### config.mk
export PLATFORM = sky130hd
export DESIGN_NAME = rxerr_logger
export DESIGN_NICKNAME = d
export VERILOG_FILES = /design/src/rtl/rxerr_pkg.sv /design/src/rtl/rxerr_log.sv /design/src/rtl/rxerr_conceal.sv /design/src/rtl/rxerr_logger.sv
export SDC_FILE = /design/constraint.sdc
export NUM_CORES = 1
export LEC_CHECK = 0
export BUFFER_PORTS_ARGS = -buffer_cell sky130_fd_sc_hd__buf_2
export CAP_MARGIN = 5
export CORE_UTILIZATION = 55
export CTS_CLUSTER_DIAMETER = 80
export CTS_CLUSTER_SIZE = 28
export DETAILED_ROUTE_END_ITERATION = 6
export MAX_ROUTING_LAYER = met4
export PLACE_DENSITY = 0.85
export SYNTH_ARGS = -nofsm -noshare
export SYNTH_HDL_FRONTEND = slang
export SYNTH_SLANG_ARGS = --single-unit
### constraint.sdc
create_clock -name clk -period 3 [get_ports clk]
set_input_delay 0.3 -clock clk [delete_from_list [all_inputs] [get_ports clk]]
set_output_delay 0.3 -clock clk [all_outputs]
set_load 0.01 [all_outputs]
### src/rtl/rxerr_pkg.sv
package rxerr_pkg;
    localparam int ERR_N = 7;

    localparam int BIT_UNLOCK   = 0;
    localparam int BIT_VALIDITY = 1;
    localparam int BIT_CONF     = 2;
    localparam int BIT_BIPHASE  = 3;
    localparam int BIT_PARITY   = 4;
    localparam int BIT_QCRC     = 5;
    localparam int BIT_CSCRC    = 6;

    // faults that may corrupt audio (the CRC faults are excluded)
    localparam logic [ERR_N-1:0] CONCEAL_SET = 7'b001_1111;

    typedef enum logic [1:0] {
        MODE_PASS  = 2'b00,
        MODE_HOLD  = 2'b01,
        MODE_MUTE  = 2'b10,
        MODE_PASS2 = 2'b11
    } conceal_mode_e;
endpackage

### src/rtl/rxerr_log.sv
module rxerr_log
    import rxerr_pkg::*;
(
    input  logic             clk,
    input  logic             rst_n,
    input  logic             in_vld,
    input  logic [ERR_N-1:0] hit,
    input  logic             rd_stb,
    output logic [ERR_N-1:0] log_bits,
    output logic             pulse,
    output logic             irq
);
    typedef struct packed {
        logic [ERR_N-1:0] log;
        logic             pulse;
        logic             irq;
    } log_state_t;

    log_state_t st_d, st_q;

    always_comb begin
        logic [ERR_N-1:0] keep;
        logic [ERR_N-1:0] new_bits;
        st_d     = st_q;
        keep     = rd_stb ? '0 : st_q.log;
        new_bits = in_vld ? hit : '0;
        st_d.log = keep | new_bits;
        if (in_vld) begin
            st_d.pulse = |hit;
        end
        st_d.irq = |st_d.log;
    end

    always_ff @(posedge clk or negedge rst_n) begin
        if (!rst_n) begin
            st_q <= '0;
        end else begin
            st_q <= st_d;
        end
    end

    assign log_bits = st_q.log;
    assign pulse    = st_q.pulse;
    assign irq      = st_q.irq;
endmodule

### src/rtl/rxerr_conceal.sv
module rxerr_conceal
    import rxerr_pkg::*;
#(
    parameter int SAMPLE_W = 24
) (
    input  logic                clk,
    input  logic                rst_n,
    input  logic                in_vld,
    input  logic [SAMPLE_W-1:0] in_sample,
    input  logic                bad,
    input  logic [1:0]          mode,
    output logic                out_vld,
    output logic [SAMPLE_W-1:0] out_sample
);
    typedef struct packed {
        logic [SAMPLE_W-1:0] held;
        logic [SAMPLE_W-1:0] smp;
        logic                vld;
    } cc_state_t;

    cc_state_t st_d, st_q;

    always_comb begin
        st_d     = st_q;
        st_d.vld = in_vld;
        if (in_vld) begin
            if (!bad) begin
                st_d.held = in_sample;
                st_d.smp  = in_sample;
            end else begin
                unique case (conceal_mode_e'(mode))
                    MODE_HOLD: st_d.smp = st_q.held;
                    MODE_MUTE: st_d.smp = '0;
                    default:   st_d.smp = in_sample;
                endcase
            end
        end
    end

    always_ff @(posedge clk or negedge rst_n) begin
        if (!rst_n) begin
            st_q <= '0;
        end else begin
            st_q <= st_d;
        end
    end

    assign out_vld    = st_q.vld;
    assign out_sample = st_q.smp;
endmodule

### src/rtl/rxerr_logger.sv
module rxerr_logger
    import rxerr_pkg::*;
#(
    parameter int SAMPLE_W = 24
) (
    input  logic                clk,
    input  logic                rst_n,
    input  logic                in_vld,
    input  logic [SAMPLE_W-1:0] in_sample,
    input  logic [6:0]          in_err,
    input  logic [6:0]          err_en,
    input  logic [1:0]          conceal_mode,
    input  logic                rd_stb,
    output logic [6:0]          rd_data,
    output logic                err_pulse,
    output logic                irq,
    output logic                out_vld,
    output logic [SAMPLE_W-1:0] out_sample
);
    logic [ERR_N-1:0] hit;
    logic             bad;

    assign hit = in_err & err_en;
    assign bad = |(hit & CONCEAL_SET);

    rxerr_log u_log (
        .clk      (clk),
        .rst_n    (rst_n),
        .in_vld   (in_vld),
        .hit      (hit),
        .rd_stb   (rd_stb),
        .log_bits (rd_data),
        .pulse    (err_pulse),
        .irq      (irq)
    );

    rxerr_conceal #(.SAMPLE_W(SAMPLE_W)) u_conceal (
        .clk        (clk),
        .rst_n      (rst_n),
        .in_vld     (in_vld),
        .in_sample  (in_sample),
        .bad        (bad),
        .mode       (conceal_mode),
        .out_vld    (out_vld),
        .out_sample (out_sample)
    );
endmodule

# Word level (Yosys, flattened, before mapping)
# Index checks and enable logic that the tools add are counted.
dict set report op_classes {
  n_eq_ne 2
  muxes 4
  n_bitwise 3
  n_reduce_logical 4
}
# op n
set ops {}
lappend ops {{one-hot mux 24 bit (2 select lines)} 1}
lappend ops {{2-to-1 mux 24 bit} 1}
lappend ops {{2-to-1 mux 7 bit} 2}
lappend ops {{OR reduction 7 bit} 2}
lappend ops {{AND 7 bit} 1}
lappend ops {{bitwise OR 7 bit} 1}
lappend ops {{OR reduction 5 bit} 1}
lappend ops {{equality test 2 x 1 -> 1 bit, second input constant} 1}
lappend ops {{equality test 2 bit, second input constant} 1}
lappend ops {{AND reduction 2 bit} 1}
lappend ops {{inverter 1 bit} 1}
dict set report word_totals {
  register_bits 58
  inputBits 44
  out_inout_bits 34
  word_cells 19
}

# Depth between registers and ports, before layout
# Gate-level depths: netlist of run 1.
dict set report depth {
  depth_word 4
  ltp_mapped 6
  depth_no_buf 5
}

# Cells and area by module
# From an unflattened synthesis of run 1, not the netlist that was laid out.
dict set report unflattened {
  hier_cells 212
  area_unflattened_um2 2700.1
}
# mod n_inst cells_per_inst area_each_um2 seq_area_each_um2
set modules_own_cells {}
lappend modules_own_cells {rxerr_conceal 1 161 2249.7 1226.2}
lappend modules_own_cells {rxerr_log 1 42 387.9 225.2}
lappend modules_own_cells {rxerr_logger 1 9 62.6 0.0}

# Least setup slack after synthesis of run 1
# Ideal clock, no wire load.
dict set report synth_timing {
  path_type {input to register}
  from {input port conceal_mode[1]}
  to {register u_conceal.st_q (netlist bit u_conceal.out_sample[0])}
  setup_time_ps 126
  t_arrival_ps 1462
  t_required_ps 2874
  slack_ps 1412
  cell_stages 6
  path_buffers 1
  cell_sequence {inv_1 -> ha_1 -> and2_0 -> a31o_2 -> buf_2 -> a221o_1}
}
dict set report synth_between {
  elab_chain_cells 3
  elab_cells_between_ends 4
  classes_between {eq/ne: 2; mux: 2}
}
# element line_no
set synth_lines {}
lappend synth_lines {{start: declaration} rxerr_logger.sv:12} ;# input logic [1:0] conceal_mode,
lappend synth_lines {{equality test 2 bit or equality test 2 x 1 -> 1 bit (tied branches)} rxerr_conceal.sv:31} ;# unique case (conceal_mode_e'(mode))
lappend synth_lines {{one-hot mux 24 bit (2 select lines) *} rxerr_conceal.sv:31}
lappend synth_lines {{2-to-1 mux 24 bit *} rxerr_conceal.sv:27} ;# if (!bad) begin
lappend synth_lines {{end signal: assignment} rxerr_conceal.sv:44} ;# st_q <= st_d;
lappend synth_lines {{end: declaration} rxerr_conceal.sv:21} ;# cc_state_t st_d, st_q;
# Mark *: on every way between the ends. The rest lies on a longest branch, timed or not.
# A chain may end at the register's enable or synchronous reset.

# Worst setup path in the final report of run 1
dict set report layout_timing {
  from {input port in_err[4]}
  to {register u_conceal.st_q[48] (netlist bit)}
}
dict set report layout_between {
  elab_chain_cells 4
}
# element line_no
set layout_lines {}
lappend layout_lines {{start: declaration} rxerr_logger.sv:10} ;# input logic [6:0] in_err,
lappend layout_lines {{AND 7 bit} rxerr_logger.sv:23} ;# assign hit = in_err & err_en;
lappend layout_lines {{OR reduction 5 bit} rxerr_logger.sv:24} ;# assign bad = |(hit & CONCEAL_SET);
lappend layout_lines {{inverter 1 bit (no line)} n/a}
lappend layout_lines {{AND reduction 2 bit (no line)} n/a}
# Every way passes these cells.

==> flow_metrics.tcl, run 1 <==
set metrics [dict create \
    ys_top_cells_by_count "dfrtp_1, a221o_1, buf_4, mux2_2, nor2b_1" \
    comb_power_share_pct 16.7 \
    initial_core_util_pct 58.4 \
    placed_area_um2 2800 \
    wl_per_cell_um 16.0 \
    p_int_uw 1570 \
    seq_area_um2 1450 \
    seq_area_frac_synth_pct 56.3 \
    die_area_um2 4960 \
    dp.cells 297 \
    critical_path_class "input pin to register" \
    numPortBuffers 77 \
    ff2ff_setup_slack_ns 1.78 \
    clock_latency_ns 0.33 \
    crit_end "u_conceal.st_q[48]" \
    async_flop_share_pct 100 \
    yosys.area.top_type "dfrtp_1" \
    worstReg2RegEnd "u_log.irq" \
    hold_path.class "input pin to asynchronous set/reset pin" \
    final_area_um2 3020 \
    synth_top_area_share_pct 56.3 \
    crit_slowest_cell "nand3_2" \
    fin_crit_sh_pct 63.9 \
    drc_errors 0 \
    p_leak_uw 0.00148 \
    cpPeakStageDelay_ns 0.62 \
    yosysMostFrequentCell "dfrtp_1" \
    syn_avg_cell_area_um2 12.8 \
    grt_overflow 0 \
    hold_buffers 0 \
    ys_ff_latch 58 \
    rsz0062_at_grt "no" \
    synth-main-ff-cell "dfrtp_1" \
    die_h_um 70.4 \
    critPathBufInv 1 \
    synth_nets 246 \
    cp-startpoint "in_err[4]" \
    slew_viol_final 0 \
    crit_family "simple AND/OR/NAND/NOR gates" \
    swShare_pct 24.8 \
    area_growth_pct 17.4 \
    synth_edf_count 0 \
    max-cap-violations 0 \
    fp.dieW_um 70.4 \
    instances_no_fill 313 \
    p_sw_uw 518 \
    reg2reg_depth 3 \
    syn_inst 201 \
    first_iter_violations 89 \
    rr_startpoint "u_log.log_bits[6]" \
    cp-end-kind "register" \
    clockPowerShare_pct 35.7 \
    grt_usage_pct 23.2 \
    diodes 0 \
    cp-start-kind "input pin" \
    cts_made_buffers 9 \
    slew_headroom_pct 47.7 \
    cts_tree "yes" \
    place_ws_ns 0.755 \
    cts_num_sinks 58 \
    clk_pin_slew_ns 0.06 \
    root_buffer "clkbuf_8" \
    outcome "completed" \
    finalHoldViolations 0 \
    core_region_area_um2 4410 \
    setup_tns_ns 0 \
    htreeDepth 3 \
    dp_hpwl_um 3220 \
    synth_area_um2 2580 \
    multi_input_area_um2 868 \
    cp_cell_sequence "buf_2, a222oi_1, nand3_2, mux2_2" \
    arrival_ns 2.13 \
    skew_ns 0.00456 \
    setup_viol 0 \
    setup_slack_ns 1.08 \
    grt_pass1_vias 1768 \
    routabilityCongestion 0.824 \
    fin_nets 301 \
    drive_above_1_share_pct 46.7 \
    antenna_found_initial 0 \
    period_needed_ns 1.92 \
    cts_setup_buffers 0 \
    grt_pass1_wl_um 8290 \
    ys_types 25 \
    cp_max_fo 25 \
    routed_wl_um 5000 \
    ctsResizeCount 0 \
    grt_max_degree 38 \
    fmax_ghz 0.522 \
    synth_warnings 0 \
    holdWs_ns 0.0437 \
    antenna_left 0 \
    synth_area_leaders "dfrtp_1, mux2_2, a221o_1" \
    ioPinCount 78 \
    cp.required_ns 3.21 \
    avgViaCountPerCell 5.68 \
    worstMarginPinSlew_ns 0.784 \
    vdd_drop_max_mv 0.467 \
    rows 24 \
    cts.path.max_buffers 2 \
    cp_num_cells 4 \
    drt_pre_antenna_iters 4 \
    cellPowerDensity_nw_per_um2 689 \
    routed-via-count 1777 \
    share_seq_of_total_power_pct 47.6 \
    fillers 341 \
]
worst register-to-register path, stage by stage, from the launching register on:
cell       delay [ns]
dfrtp_1          0.38
nand2b_1         0.09
o2111ai_1        0.10
or4_1            0.51
cell usage in the layout (no fill, tap or decap), drive strengths merged, types with 3 or more instances in the layout:
cell      n
buf      79
dfrtp    58
mux2     24
o2111ai   3
clkbuf   16
nand2b    3
o21ai     4
inv       5
nand3     8
nand2     3
nor2b    24
a221o    24
cell type report:
type | count | share of cell area (%)
Tap cell | 52 | 2.15
Multi-Input combinational cell | 103 | 28.7
Sequential cell | 58 | 48.0
Inverter | 5 | 0.621
Timing Repair Buffer | 79 | 13.2
Clock buffer | 16 | 7.28
flip-flops by register name (all words and copies together), names as in the netlist:
signal and flops:
u_conceal.out_vld 1, u_log.pulse 1, u_conceal.out_sample 24, u_log.log_bits 7
u_log.irq 1, u_conceal.st_q 24
power by group through the flow:
stage,registers [µW],logic [µW],clock network [µW]
after global placement,995,338,0
after floorplan,987,279,0
final,992,349,744
after CTS,993,354,763
after detailed placement,1000,351,0
after global routing,1010,384,798
how the worst min path moves through the flow:
stage / to / slack (ns) / cells past startpoint
floorplan: u_conceal.out_sample[0] / 0.004 / 0
global placement: u_conceal.st_q[45] / 0.42 / 1
detailed placement: u_conceal.st_q[45] / 0.42 / 1
CTS: u_conceal.st_q[45] / 0.06 / 1
global route: u_conceal.out_sample[20] / 0.09 / 1
finish: u_conceal.st_q[45] / 0.04 / 1
logic make-up (layout without fill, tap and decap cells):
logic type,Yosys count,count (layout),synth area share [%]
flip-flops,58,58,56.3
AND/OR/NAND/NOR,41,41,9.57
AO/OA/AOI/OAI,37,37,13.0
buffers and inverters,40,100,10.1
adder cells (fa/ha/maj),1,1,0.486
multiplexers,24,24,10.5
through the flow:
stage / util, % / total power [µW]
after floorplan: - / 1270
after global placement: 63.5 / 1330
after detailed placement: 63.5 / 1350
after CTS: 68.5 / 2110
after global routing: 68.5 / 2190
final: 68.5 / 2080
routing by layer:
| metal | vias up | part of all wire, % | wire length, µm | GRT usage (%) |
|---|---|---|---|---|
| met5 | - | 0 | 0 | - |
| met2 | 67 | 49 | 2470 | 35.7 |
| met3 | 10 | 6.3 | 317 | 8.51 |
| li1 | 820 | - | - | - |
| met1 | 880 | 43 | 2140 | 27.9 |
| met4 | 0 | 1.5 | 73 | 8.67 |
No activity file was read; power rests on OpenSTA's default activity.
==> run 2: changes to the inputs <==
--- a/config.mk
+++ b/config.mk
@@ -7,12 +7,12 @@
 export LEC_CHECK = 0
 export BUFFER_PORTS_ARGS = -buffer_cell sky130_fd_sc_hd__buf_2
 export CAP_MARGIN = 5
-export CORE_UTILIZATION = 55
+export CORE_UTILIZATION = 51
 export CTS_CLUSTER_DIAMETER = 80
 export CTS_CLUSTER_SIZE = 28
 export DETAILED_ROUTE_END_ITERATION = 6
 export MAX_ROUTING_LAYER = met4
-export PLACE_DENSITY = 0.85
+export PLACE_DENSITY = 0.79
 export SYNTH_ARGS = -nofsm -noshare
 export SYNTH_HDL_FRONTEND = slang
 export SYNTH_SLANG_ARGS = --single-unit
==> constraint.sdc (replaced) <==
create_clock -name clk -period 1.8 [get_ports clk]
set_input_delay 0.18 -clock clk [delete_from_list [all_inputs] [get_ports clk]]
set_output_delay 0.18 -clock clk [all_outputs]
set_load 0.01 [all_outputs]
==> run 2 against run 1 <==
  * Clock power up 61%
  * First-iteration DRC count up 76%
  * Via count up 0.62%
  * Critical endpoint is now u_conceal.out_sample[4]
==> flow_metrics.tcl, run 2 (synthesized netlist as in run 1, its figures left out) <==
set metrics [dict create \
    crit_slowest_cell "a21oi_2" \
    root_buffer "clkbuf_8" \
    area_growth_pct 19.5 \
    final_common_cell "buf_2" \
    finalHoldViolations 0 \
    fin_nets 306 \
    drt_pre_antenna_iters 4 \
    critical_path_class "input pin to register" \
    avgViaCountPerCell 5.37 \
    skew_ns 0.00621 \
    grt_max_degree 59 \
    fin_crit_sh_pct 88.8 \
    vdd_drop_max_mv 0.763 \
    initial_core_util_pct 53.8 \
    drc_errors 0 \
    diodes 0 \
    fmax_ghz 0.626 \
    instances_no_fill 333 \
    routabilityCongestion 0.824 \
    dp_hpwl_um 3300 \
    clk_pin_slew_ns 0.07 \
    outcome "completed" \
    setup_viol 0 \
    rr_startpoint "u_log.log_bits[6]" \
    cp.required_ns 2.07 \
    worstMarginPinSlew_ns 1.16 \
    arrival_ns 1.86 \
    numPortBuffers 77 \
    cts_tree "yes" \
    first_iter_violations 157 \
    routed_wl_um 5020 \
    htreeDepth 3 \
    drive_above_1_share_pct 47.4 \
    crit_end "u_conceal.out_sample[4]" \
    grt_usage_pct 21.8 \
    rsz0062_at_grt "no" \
    grt_overflow 0 \
    p_leak_uw 0.00150 \
    dp.cells 316 \
    max-cap-violations 0 \
    cp-start-kind "input pin" \
    cellPowerDensity_nw_per_um2 1120 \
    antenna_found_initial 0 \
    cts.path.max_buffers 2 \
    cts_setup_buffers 0 \
    worstReg2RegEnd "u_log.irq" \
    setup_tns_ns 0 \
    wl_per_cell_um 15.1 \
    cp-end-kind "register" \
    cpPeakStageDelay_ns 0.84 \
    mostFrequentLayoutCells "buf_2, dfrtp_1, nor2b_1, a221o_1, mux2_2" \
    cp_cell_sequence "buf_2, ha_1, nand3b_1, a21oi_2, a221o_1" \
    die_area_um2 5340 \
    placed_area_um2 2870 \
    cts_num_sinks 58 \
    hold_path.class "input pin to register" \
    final_area_um2 3080 \
    cp_max_fo 24 \
    grt_pass1_vias 1755 \
    slew_headroom_pct 22.9 \
    rows 25 \
    reg2reg_depth 3 \
    period_needed_ns 1.60 \
    routed-via-count 1788 \
    core_region_area_um2 4790 \
    clock_latency_ns 0.33 \
    fp.dieW_um 73.1 \
    die_h_um 73.1 \
    ioPinCount 78 \
    antenna_left 0 \
    utilization_pct 64.3 \
    cts_made_buffers 9 \
    ff2ff_setup_slack_ns 0.60 \
    grt_pass1_wl_um 8210 \
    cp-startpoint "conceal_mode[0]" \
    holdWs_ns 0.0914 \
    slew_viol_final 0 \
]
## run 2: worst max-delay path, delay by kind of cell
kind / cells / cell delay (ns)
buf+inv: 1 / 0.10
fa+ha+maj: 1 / 0.28
compound gates: 2 / 1.13
simple gates: 1 / 0.17
## run 2: power breakdown
part | internal [µW] | switching, µW | total, µW
registers | 1530 | 113 | 1650
clock network | 706 | 497 | 1200
logic | 325 | 271 | 596
## run 2: routing by layer
layer | GRT usage (%) | part of all wire, %
met5 | - | 0
met4 | 12.2 | 2.2
met3 | 5.39 | 5.5
met2 | 32.2 | 48
met1 | 27.3 | 44
## run 2: how the worst min path moves through the flow
stage                             start                        to  slack, ns  cells past startpoint
final                     in_sample[20]  u_conceal.out_sample[20]       0.09                      2
after CTS                  in_sample[1]   u_conceal.out_sample[1]       0.08                      2
after detailed placement          rst_n  u_conceal.out_sample[13]       0.20                      2
after global routing      in_sample[19]  u_conceal.out_sample[19]       0.08                      2
after floorplan                   rst_n   u_conceal.out_sample[0]      -0.12                      0
after global placement            rst_n  u_conceal.out_sample[13]       0.20                      2
## run 2: final cells by class
| cell class | count | area [µm²] |
|---|---|---|
| Timing Repair Buffer | 84 | 453 |
| Inverter | 5 | 18.8 |
| Fill cell | 410 | 1710 |
| Multi-Input combinational cell | 103 | 868 |
| Tap cell | 67 | 83.8 |
| Clock inverter | 5 | 52.6 |
| Sequential cell | 58 | 1450 |
| Clock buffer | 11 | 151 |
## run 2: timing repair
item | 4_1_cts | 5_1_grt
gates resized for setup | 0 | 0
setup endpoints to repair | 0 | 0
hold buffers | 1 | 0
endpoints found under the hold margin | 58 | 0
## run 2: metrics by stage
step / power (µW) / setup WS (ns)
2_1_floorplan: 2110 / 0.332
5_1_grt: 3600 / 0.0923
6_report: 3450 / 0.202
4_1_cts: 3470 / 0.221
3_3_place_gp: 2240 / -0.109
3_5_place_dp: 2260 / -0.131
